$ cat src/rtl/pgw_pkg.sv
package pgw_pkg;

  // Geometry of the translation
  localparam int LA_W      = 32;                 // linear and physical address width
  localparam int PG_OFF_W  = 12;                 // small page offset width
  localparam int IDX_W     = 10;                 // entries per table = 2**IDX_W
  localparam int ENT_SH    = 2;                  // log2 of entry size in bytes
  localparam int LG_OFF_W  = PG_OFF_W + IDX_W;   // large page offset width
  localparam int P_BIT     = 0;                  // present flag position
  localparam int PS_BIT    = 7;                  // page-size flag position

  typedef logic [LA_W-1:0] word_t;

  typedef enum logic [2:0] {
    ST_IDLE,
    ST_FETCH_PDE,
    ST_WAIT_PDE,
    ST_FETCH_PTE,
    ST_WAIT_PTE,
    ST_RESPOND
  } walk_st_e;

  // Byte address of the directory entry for a linear address
  function automatic word_t dir_entry_addr(word_t base, word_t la);
    return {base[LA_W-1:PG_OFF_W], la[LA_W-1:LG_OFF_W], {ENT_SH{1'b0}}};
  endfunction

  // Byte address of the table entry named by a directory entry
  function automatic word_t tbl_entry_addr(word_t dent, word_t la);
    return {dent[LA_W-1:PG_OFF_W], la[LG_OFF_W-1:PG_OFF_W], {ENT_SH{1'b0}}};
  endfunction

  // Physical address inside a small page
  function automatic word_t small_pa(word_t tent, word_t la);
    return {tent[LA_W-1:PG_OFF_W], la[PG_OFF_W-1:0]};
  endfunction

  // Physical address inside a large page
  function automatic word_t large_pa(word_t dent, word_t la);
    return {dent[LA_W-1:LG_OFF_W], la[LG_OFF_W-1:0]};
  endfunction

endpackage

$ cat src/rtl/pgw_ctx.sv
// Walk context: request fields captured at acceptance, directory entry
// captured when the walk descends to the table level.
module pgw_ctx
  import pgw_pkg::*;
(
  input  logic  clk,
  input  logic  rst_n,
  input  logic  take_req,
  input  word_t la_in,
  input  word_t base_in,
  input  logic  pse_in,
  input  logic  take_dent,
  input  word_t dent_in,
  output word_t la_q,
  output word_t base_q,
  output logic  pse_q,
  output word_t dent_q
);

  always_ff @(posedge clk) begin
    if (!rst_n) begin
      la_q   <= '0;
      base_q <= '0;
      pse_q  <= 1'b0;
      dent_q <= '0;
    end else begin
      if (take_req) begin
        la_q   <= la_in;
        base_q <= base_in;
        pse_q  <= pse_in;
      end
      if (take_dent) begin
        dent_q <= dent_in;
      end
    end
  end

endmodule

$ cat src/rtl/pgw_ctrl.sv
// Walk sequencer: one read at a time, descends only when told to.
module pgw_ctrl
  import pgw_pkg::*;
(
  input  logic     clk,
  input  logic     rst_n,
  input  logic     req_valid,
  input  logic     mem_ready,
  input  logic     mem_rvalid,
  input  logic     go_table,
  input  logic     rsp_ready,
  output walk_st_e state
);

  walk_st_e nxt;

  always_comb begin
    nxt = state;
    unique case (state)
      ST_IDLE:      if (req_valid)  nxt = ST_FETCH_PDE;
      ST_FETCH_PDE: if (mem_ready)  nxt = ST_WAIT_PDE;
      ST_WAIT_PDE:  if (mem_rvalid) nxt = go_table ? ST_FETCH_PTE : ST_RESPOND;
      ST_FETCH_PTE: if (mem_ready)  nxt = ST_WAIT_PTE;
      ST_WAIT_PTE:  if (mem_rvalid) nxt = ST_RESPOND;
      ST_RESPOND:   if (rsp_ready)  nxt = ST_IDLE;
      default:                      nxt = ST_IDLE;
    endcase
  end

  always_ff @(posedge clk) begin
    if (!rst_n) state <= ST_IDLE;
    else        state <= nxt;
  end

endmodule

$ cat src/rtl/pgw_resp.sv
// Result register: loaded once per walk, held until the consumer takes it.
module pgw_resp #(
  parameter int W = 32
) (
  input  logic         clk,
  input  logic         rst_n,
  input  logic         load,
  input  logic [W-1:0] pa_in,
  input  logic         fault_in,
  input  logic         lvl_in,
  input  logic         large_in,
  output logic [W-1:0] pa_q,
  output logic         fault_q,
  output logic         lvl_q,
  output logic         large_q
);

  always_ff @(posedge clk) begin
    if (!rst_n) begin
      pa_q    <= '0;
      fault_q <= 1'b0;
      lvl_q   <= 1'b0;
      large_q <= 1'b0;
    end else if (load) begin
      pa_q    <= pa_in;
      fault_q <= fault_in;
      lvl_q   <= lvl_in;
      large_q <= large_in;
    end
  end

endmodule

$ cat src/rtl/pgw_walker.sv
module pgw_walker
  import pgw_pkg::*;
(
  input  logic            clk,
  input  logic            rst_n,
  input  logic            req_valid,
  output logic            req_ready,
  input  logic [LA_W-1:0] req_laddr,
  input  logic [LA_W-1:0] dir_base,
  input  logic            large_en,
  output logic            mem_valid,
  input  logic            mem_ready,
  output logic [LA_W-1:0] mem_addr,
  input  logic [LA_W-1:0] mem_rdata,
  input  logic            mem_rvalid,
  output logic            rsp_valid,
  input  logic            rsp_ready,
  output logic [LA_W-1:0] rsp_paddr,
  output logic            rsp_fault,
  output logic            rsp_fault_lvl,
  output logic            rsp_large
);

  walk_st_e state;
  word_t    la_q, base_q, dent_q;
  logic     pse_q;

  // Named walk events, also observed by the bound checker
  logic  req_fire;
  logic  ev_dent_back;
  logic  ev_tent_back;
  logic  ent_present;
  logic  ev_go_table;
  logic  ev_large_leaf;
  logic  ev_leaf;
  word_t leaf_pa;
  logic  unused_low;

  assign req_ready     = (state == ST_IDLE);
  assign req_fire      = req_valid && req_ready;
  assign ent_present   = mem_rdata[P_BIT];
  assign ev_dent_back  = (state == ST_WAIT_PDE) && mem_rvalid;
  assign ev_tent_back  = (state == ST_WAIT_PTE) && mem_rvalid;
  assign ev_large_leaf = ev_dent_back && ent_present && pse_q && mem_rdata[PS_BIT];
  assign ev_go_table   = ev_dent_back && ent_present && !(pse_q && mem_rdata[PS_BIT]);
  assign ev_leaf       = (ev_dent_back && !ev_go_table) || ev_tent_back;

  always_comb begin
    if (!ent_present)       leaf_pa = '0;
    else if (ev_large_leaf) leaf_pa = large_pa(mem_rdata, la_q);
    else                    leaf_pa = small_pa(mem_rdata, la_q);
  end

  assign mem_valid = (state == ST_FETCH_PDE) || (state == ST_FETCH_PTE);
  assign mem_addr  = (state == ST_FETCH_PTE) ? tbl_entry_addr(dent_q, la_q)
                                             : dir_entry_addr(base_q, la_q);
  assign rsp_valid = (state == ST_RESPOND);

  // Entry flag bits and base alignment bits that no path consumes
  assign unused_low = ^{base_q[PG_OFF_W-1:0], dent_q[PG_OFF_W-1:0]};

  pgw_ctrl u_ctrl (
    .clk        (clk),
    .rst_n      (rst_n),
    .req_valid  (req_valid),
    .mem_ready  (mem_ready),
    .mem_rvalid (mem_rvalid),
    .go_table   (ev_go_table),
    .rsp_ready  (rsp_ready),
    .state      (state)
  );

  pgw_ctx u_ctx (
    .clk       (clk),
    .rst_n     (rst_n),
    .take_req  (req_fire),
    .la_in     (req_laddr),
    .base_in   (dir_base),
    .pse_in    (large_en),
    .take_dent (ev_go_table),
    .dent_in   (mem_rdata),
    .la_q      (la_q),
    .base_q    (base_q),
    .pse_q     (pse_q),
    .dent_q    (dent_q)
  );

  pgw_resp #(.W(LA_W)) u_resp (
    .clk      (clk),
    .rst_n    (rst_n),
    .load     (ev_leaf),
    .pa_in    (leaf_pa),
    .fault_in (!ent_present),
    .lvl_in   (ev_tent_back),
    .large_in (ev_large_leaf),
    .pa_q     (rsp_paddr),
    .fault_q  (rsp_fault),
    .lvl_q    (rsp_fault_lvl),
    .large_q  (rsp_large)
  );

endmodule

$ cat config.mk
export PLATFORM = sky130hd
export DESIGN_NAME = pgw_walker
export DESIGN_NICKNAME = d
export VERILOG_FILES = /design/src/rtl/pgw_pkg.sv /design/src/rtl/pgw_ctx.sv /design/src/rtl/pgw_ctrl.sv /design/src/rtl/pgw_resp.sv /design/src/rtl/pgw_walker.sv
export SDC_FILE = /design/constraint.sdc
export NUM_CORES = 1
export LEC_CHECK = 0
export ABC_AREA = 1
export ABC_CLOCK_PERIOD_IN_PS = 2100
export CORE_AREA = 2 2 105 107
export CTS_CLUSTER_DIAMETER = 50
export DETAILED_ROUTE_END_ITERATION = 6
export DIE_AREA = 0 0 107 109
export GPL_ROUTABILITY_DRIVEN = 0
export PLACE_DENSITY = 0.79
export SYNTH_ARGS = -nofsm -noshare
export SYNTH_HDL_FRONTEND = slang
export SYNTH_SLANG_ARGS = --single-unit
$ cat constraint.sdc
create_clock -name clk -period 2.1 [get_ports clk]
set_clock_uncertainty 0.15 [all_clocks]
set_input_delay 0.21 -clock clk [delete_from_list [all_inputs] [get_ports clk]]
set_output_delay 0.21 -clock clk [all_outputs]
set_load 0.01 [all_outputs]
Word-level counts from Yosys, hierarchy flattened:

Cells that the tools add are included.

* input bits: 103
* bits in registers: 135
* word-level logic and storage cells: 47

* reductions and logical operators: 16
* equal/unequal tests: 11
* muxes and demuxes: 11

Operators by type and width (count)
* $mux 32: 2
* $mux 22: 1
* $mux 3: 7
* $pmux 3 s6: 1
* $ne 2x2->1 const B: 5
* $logic_and 1x1->1: 9
* $eq 3x2->1 const B: 2
* $eq 3x3->1 const B: 2
* $reduce_and 6->1: 1
* $eq 3x1->1 const B: 1
* $logic_not 1->1: 3
* $logic_not 3->1: 1
* $logic_or 1x1->1: 2
* $ne 2x1->1 const B: 1

Logic depth before layout (Yosys ltp):

* depth in word-level cells: 7
* mapped depth: 9
* mapped depth without buffers: 8

Hierarchy:

From an unflattened synthesis, not the netlist that was laid out.

* cells, all modules: 1105
* area total of the unflattened synthesis: 6645.1 µm²

Modules (own cells, without submodules)
* pgw_ctx: times used 1, sequential area each 1941.9 µm², area an instance 3928.8 µm², cells an instance 614
* pgw_resp: times used 1, sequential area each 700.7 µm², area an instance 1477.7 µm², cells an instance 222
* pgw_walker: times used 1, sequential area each 0.0 µm², area an instance 1003.5 µm², cells an instance 229
* pgw_ctrl: times used 1, sequential area each 60.1 µm², area an instance 235.2 µm², cells an instance 40

Worst setup path after synthesis:

No wires, ideal clock.

* path type: flip-flop to output port
* start point: reg u_ctrl.state[0]
* end point: out mem_addr[11]
* required time: 1740 ps
* cell stages (with the launch flop): 6
* arrival time: 1463 ps
* setup slack: 277 ps
* cell sequence: dfxtp_1 > inv_1 > nor2_1 > nand2_1 > buf_2 > o21ai_0

* longest elaborated chain between the ends: 2

Ends and longest elaborated chain
* from (decl): RTL line pgw_ctrl.sv:12 `output walk_st_e state`
* from (signal assigned): RTL line pgw_ctrl.sv:32 `else state <= nxt;`
* $eq 3x2->1: RTL line pgw_walker.sv:55 `assign mem_addr = (state == ST_FETCH_PTE) ? tbl_entry_addr(dent_q, la_q)`
* $mux 32: RTL line pgw_walker.sv:55
* to (decl): RTL line pgw_walker.sv:13 `output logic [LA_W-1:0] mem_addr,`

Every way passes these cells.

Final worst setup path:

* start point: reg u_ctrl.state[0]
* end point: out mem_addr[21]

The elaborated chain is that of the path after synthesis.

==> metrics <==
CP peak stage delay about 0.34 ns; final core utilization 0.6001; total power 6.364 mW; non-filler cells, final around 900; Cell Area, Synth 4519 sq um; # DRC 0; maxcap violations 0; sequential share of the synthesized area 0.4917; CP Class register to primary output; hold buffer count at CTS 0; WL/cell 13.77 um; Initial DRT Pass Iterations 5; first-pass GRT wire length 20.02 mm; Worst Path Required 1.74 ns; TritonCTS buffer count 9; RSZ-0062 raised after global routing yes; initial antenna violation count 0; Hold Path Class primary input to register; Setup TNS Final 0 ns; Yosys cell types 25; share of cells above drive strength 1 0.07480; DP Cell Count 884; most common cell after layout, fill and taps aside nand2_1; Cell Rows 38; endpoints failing hold 0; Die W 107 um; CP cell instances inv_1 > nor2_2 > nand2_2 > buf_12 > a21oi_1 > dlygate4sd2_1; n_diodes 0; Core Region 10600 sq um; hpwl dp 9.197 mm; Relative slew margins 0.5530; die height 109 um; H-tree depth 3; full die area 11660 sq um; max-slew violation count 0; Worst path slowest cell dfxtp_1; Overflow after GRT 0; clock latency on the worst-skew pair approximately 0.36 ns; outcome complete, no violations; endpoint kind of the worst setup timing path primary output; All-Layer GR Usage 0.2153; critical path arrival 1.66 ns; Final period util 0.9610; Lkg Pwr roughly 2.6 nW; Root Buffer clkbuf_8; largest net degree at the start of global routing 70; final setup vio count 0; port bufs 148; FMAX 495.5 MHz; Vias per Instance 5.014; Nets 860; WL final 12.42 mm; Power Dens Cells 1000 nW/um^2; Mapped Avg Cell Area 7.313 sq um; FF+latch count, synth 111; commonest cells after routing, fill and taps aside nand2_1, clkdlybuf4s50_1, dfxtp_1; Max VDD drop 526.3 uV; area delta synth->final 40.78%; clk sinks 111; Critical Path Start Type register; antenna-violating nets left 0; # IOs 173; Initial Util 0.4262; number of global-route vias before repair about 4300; Vias 4523; Cells after Synth 618; CTS tree done; Final Cell Area 6362 sq um; Post-Place Cell Area 6158 sq um; CP Max Fanout 39; Slew @ Worst Pin around 0.67 ns; Warnings, synthesis 0; post-route minimum period 2.018 ns; Detailed Route Iter0 Violations 206; clk slew on worst S/H paths 0.10 ns; CTS Buffer Depth 2
## critical path: cells and delay by family (launching register included)
family,cells,cell delay [ns]
buffers and inverters,3,0.53
DFF,1,0.34
and+or+nand+nor,2,0.23
AOI/OAI and AO/OA,1,0.19
## worst paths after layout
path,start,to,slack (ns),depth (start not counted)
max,u_ctrl.state[0]$_SDFFE_PN0P_,mem_addr[21],0.08,6
min,dir_base[27],u_ctx.base_q[27]$_SDFFE_PN0P_,0.28,3
max reg2reg,u_ctrl.state[2]$_SDFFE_PN0P_,u_ctrl.state[1]$_SDFFE_PN0P_,0.23,8
min reg2reg,u_ctx.base_q[14]$_SDFFE_PN0P_,u_ctx.base_q[14]$_SDFFE_PN0P_,0.31,2
## power by group
group	switching (mW)	internal [mW]	leakage, nW	total, mW
Combinational	1.38	1.05	1.62	2.43
Sequential	0.164	2.47	0.905	2.64
Clock	0.730	0.567	0.102	1.30
Total	2.27	4.09	2.63	6.36
## timing repair
| item | in CTS | in global routing |
|---|---|---|
| pin swaps | 2 | 1 |
| resized for setup | 31 | 21 |
| buffers inserted | 2 | 0 |
| endpoints found under the setup margin | 31 | 15 |
## stage by stage
step	worst slack (ns)	hold WS (ns)
global route	-0.001448	0.2681
CTS	0.01961	0.2632
detailed placement	0.03257	0.2972
floorplan	0.2768	0.1949
global placement	0.06249	0.2893
finish	0.08194	0.2771
## cells by family (layout without fill, tap and decap cells)
family / count (synthesis) / after routing / synth area share
AND/OR/NAND/NOR: 244 / 244 / 0.2245
other: 1 / 2 / 0.0008298
flip-flops: 111 / 111 / 0.4917
AO/OA/AOI/OAI: 176 / 176 / 0.1963
buffers and inverters: 86 / 229 / 0.08665
## Yosys cell counts
| cell type | n | area (sq um) |
|---|---|---|
| a21oi_1 | 109 | 545.5 |
| buf_1 | 1 | 3.750 |
| nand4_2 | 1 | 12.51 |
| nand3_1 | 26 | 130.1 |
| nor2_2 | 3 | 18.77 |
| clkbuf_1 | 22 | 82.58 |
| nor2_8 | 1 | 20.02 |
| inv_1 | 41 | 153.9 |
| nor3_1 | 3 | 15.01 |
| dfxtp_1 | 111 | 2222 |
| nor2_4 | 2 | 22.52 |
| nand2_1 | 143 | 536.8 |
| nor3_4 | 1 | 16.27 |
| nand2_2 | 1 | 6.260 |
| a21oi_2 | 1 | 8.760 |
| o22ai_1 | 1 | 6.260 |
| buf_4 | 2 | 15.01 |
| buf_2 | 12 | 60.06 |
| clkbuf_2 | 1 | 5.000 |
| conb_1 | 1 | 3.750 |
| nor2_1 | 63 | 236.5 |
| clkinv_1 | 1 | 3.750 |
| buf_6 | 6 | 67.56 |
| o21ai_0 | 64 | 320.3 |
| a31oi_1 | 1 | 6.260 |
## final cells by class
class                      count  area [sq um]
timing repair buffer         171          1679
clock buffer                   9         123.9
clock inverter                 7         80.08
inverter                      42         157.7
sequential                   111          2222
tap                          140         175.2
fill                         920          4240
multi-input combinational    422          1924
## sequential cells by signal, summed over array words and instances, names as in the netlist
| signal | count |
|---|---|
| u_resp.large_q | 1 |
| u_ctx.pse_q | 1 |
| u_resp.fault_q | 1 |
| u_ctx.la_q | 32 |
| u_ctx.base_q | 20 |
| u_ctrl.state | 3 |
| u_resp.pa_q | 32 |
| u_resp.lvl_q | 1 |
| u_ctx.dent_q | 20 |
## per-layer routing
metal | vias to the layer above | GRT usage | wire length [um]
met5 | - | 0 | 0
met4 | 0 | 0.07699 | 244
met3 | 22 | 0.03646 | 639
met2 | 137 | 0.3717 | 6237
met1 | 2097 | 0.2722 | 5300
li1 | 2267 | - | -
No activity file was read; power rests on OpenSTA's default activity.
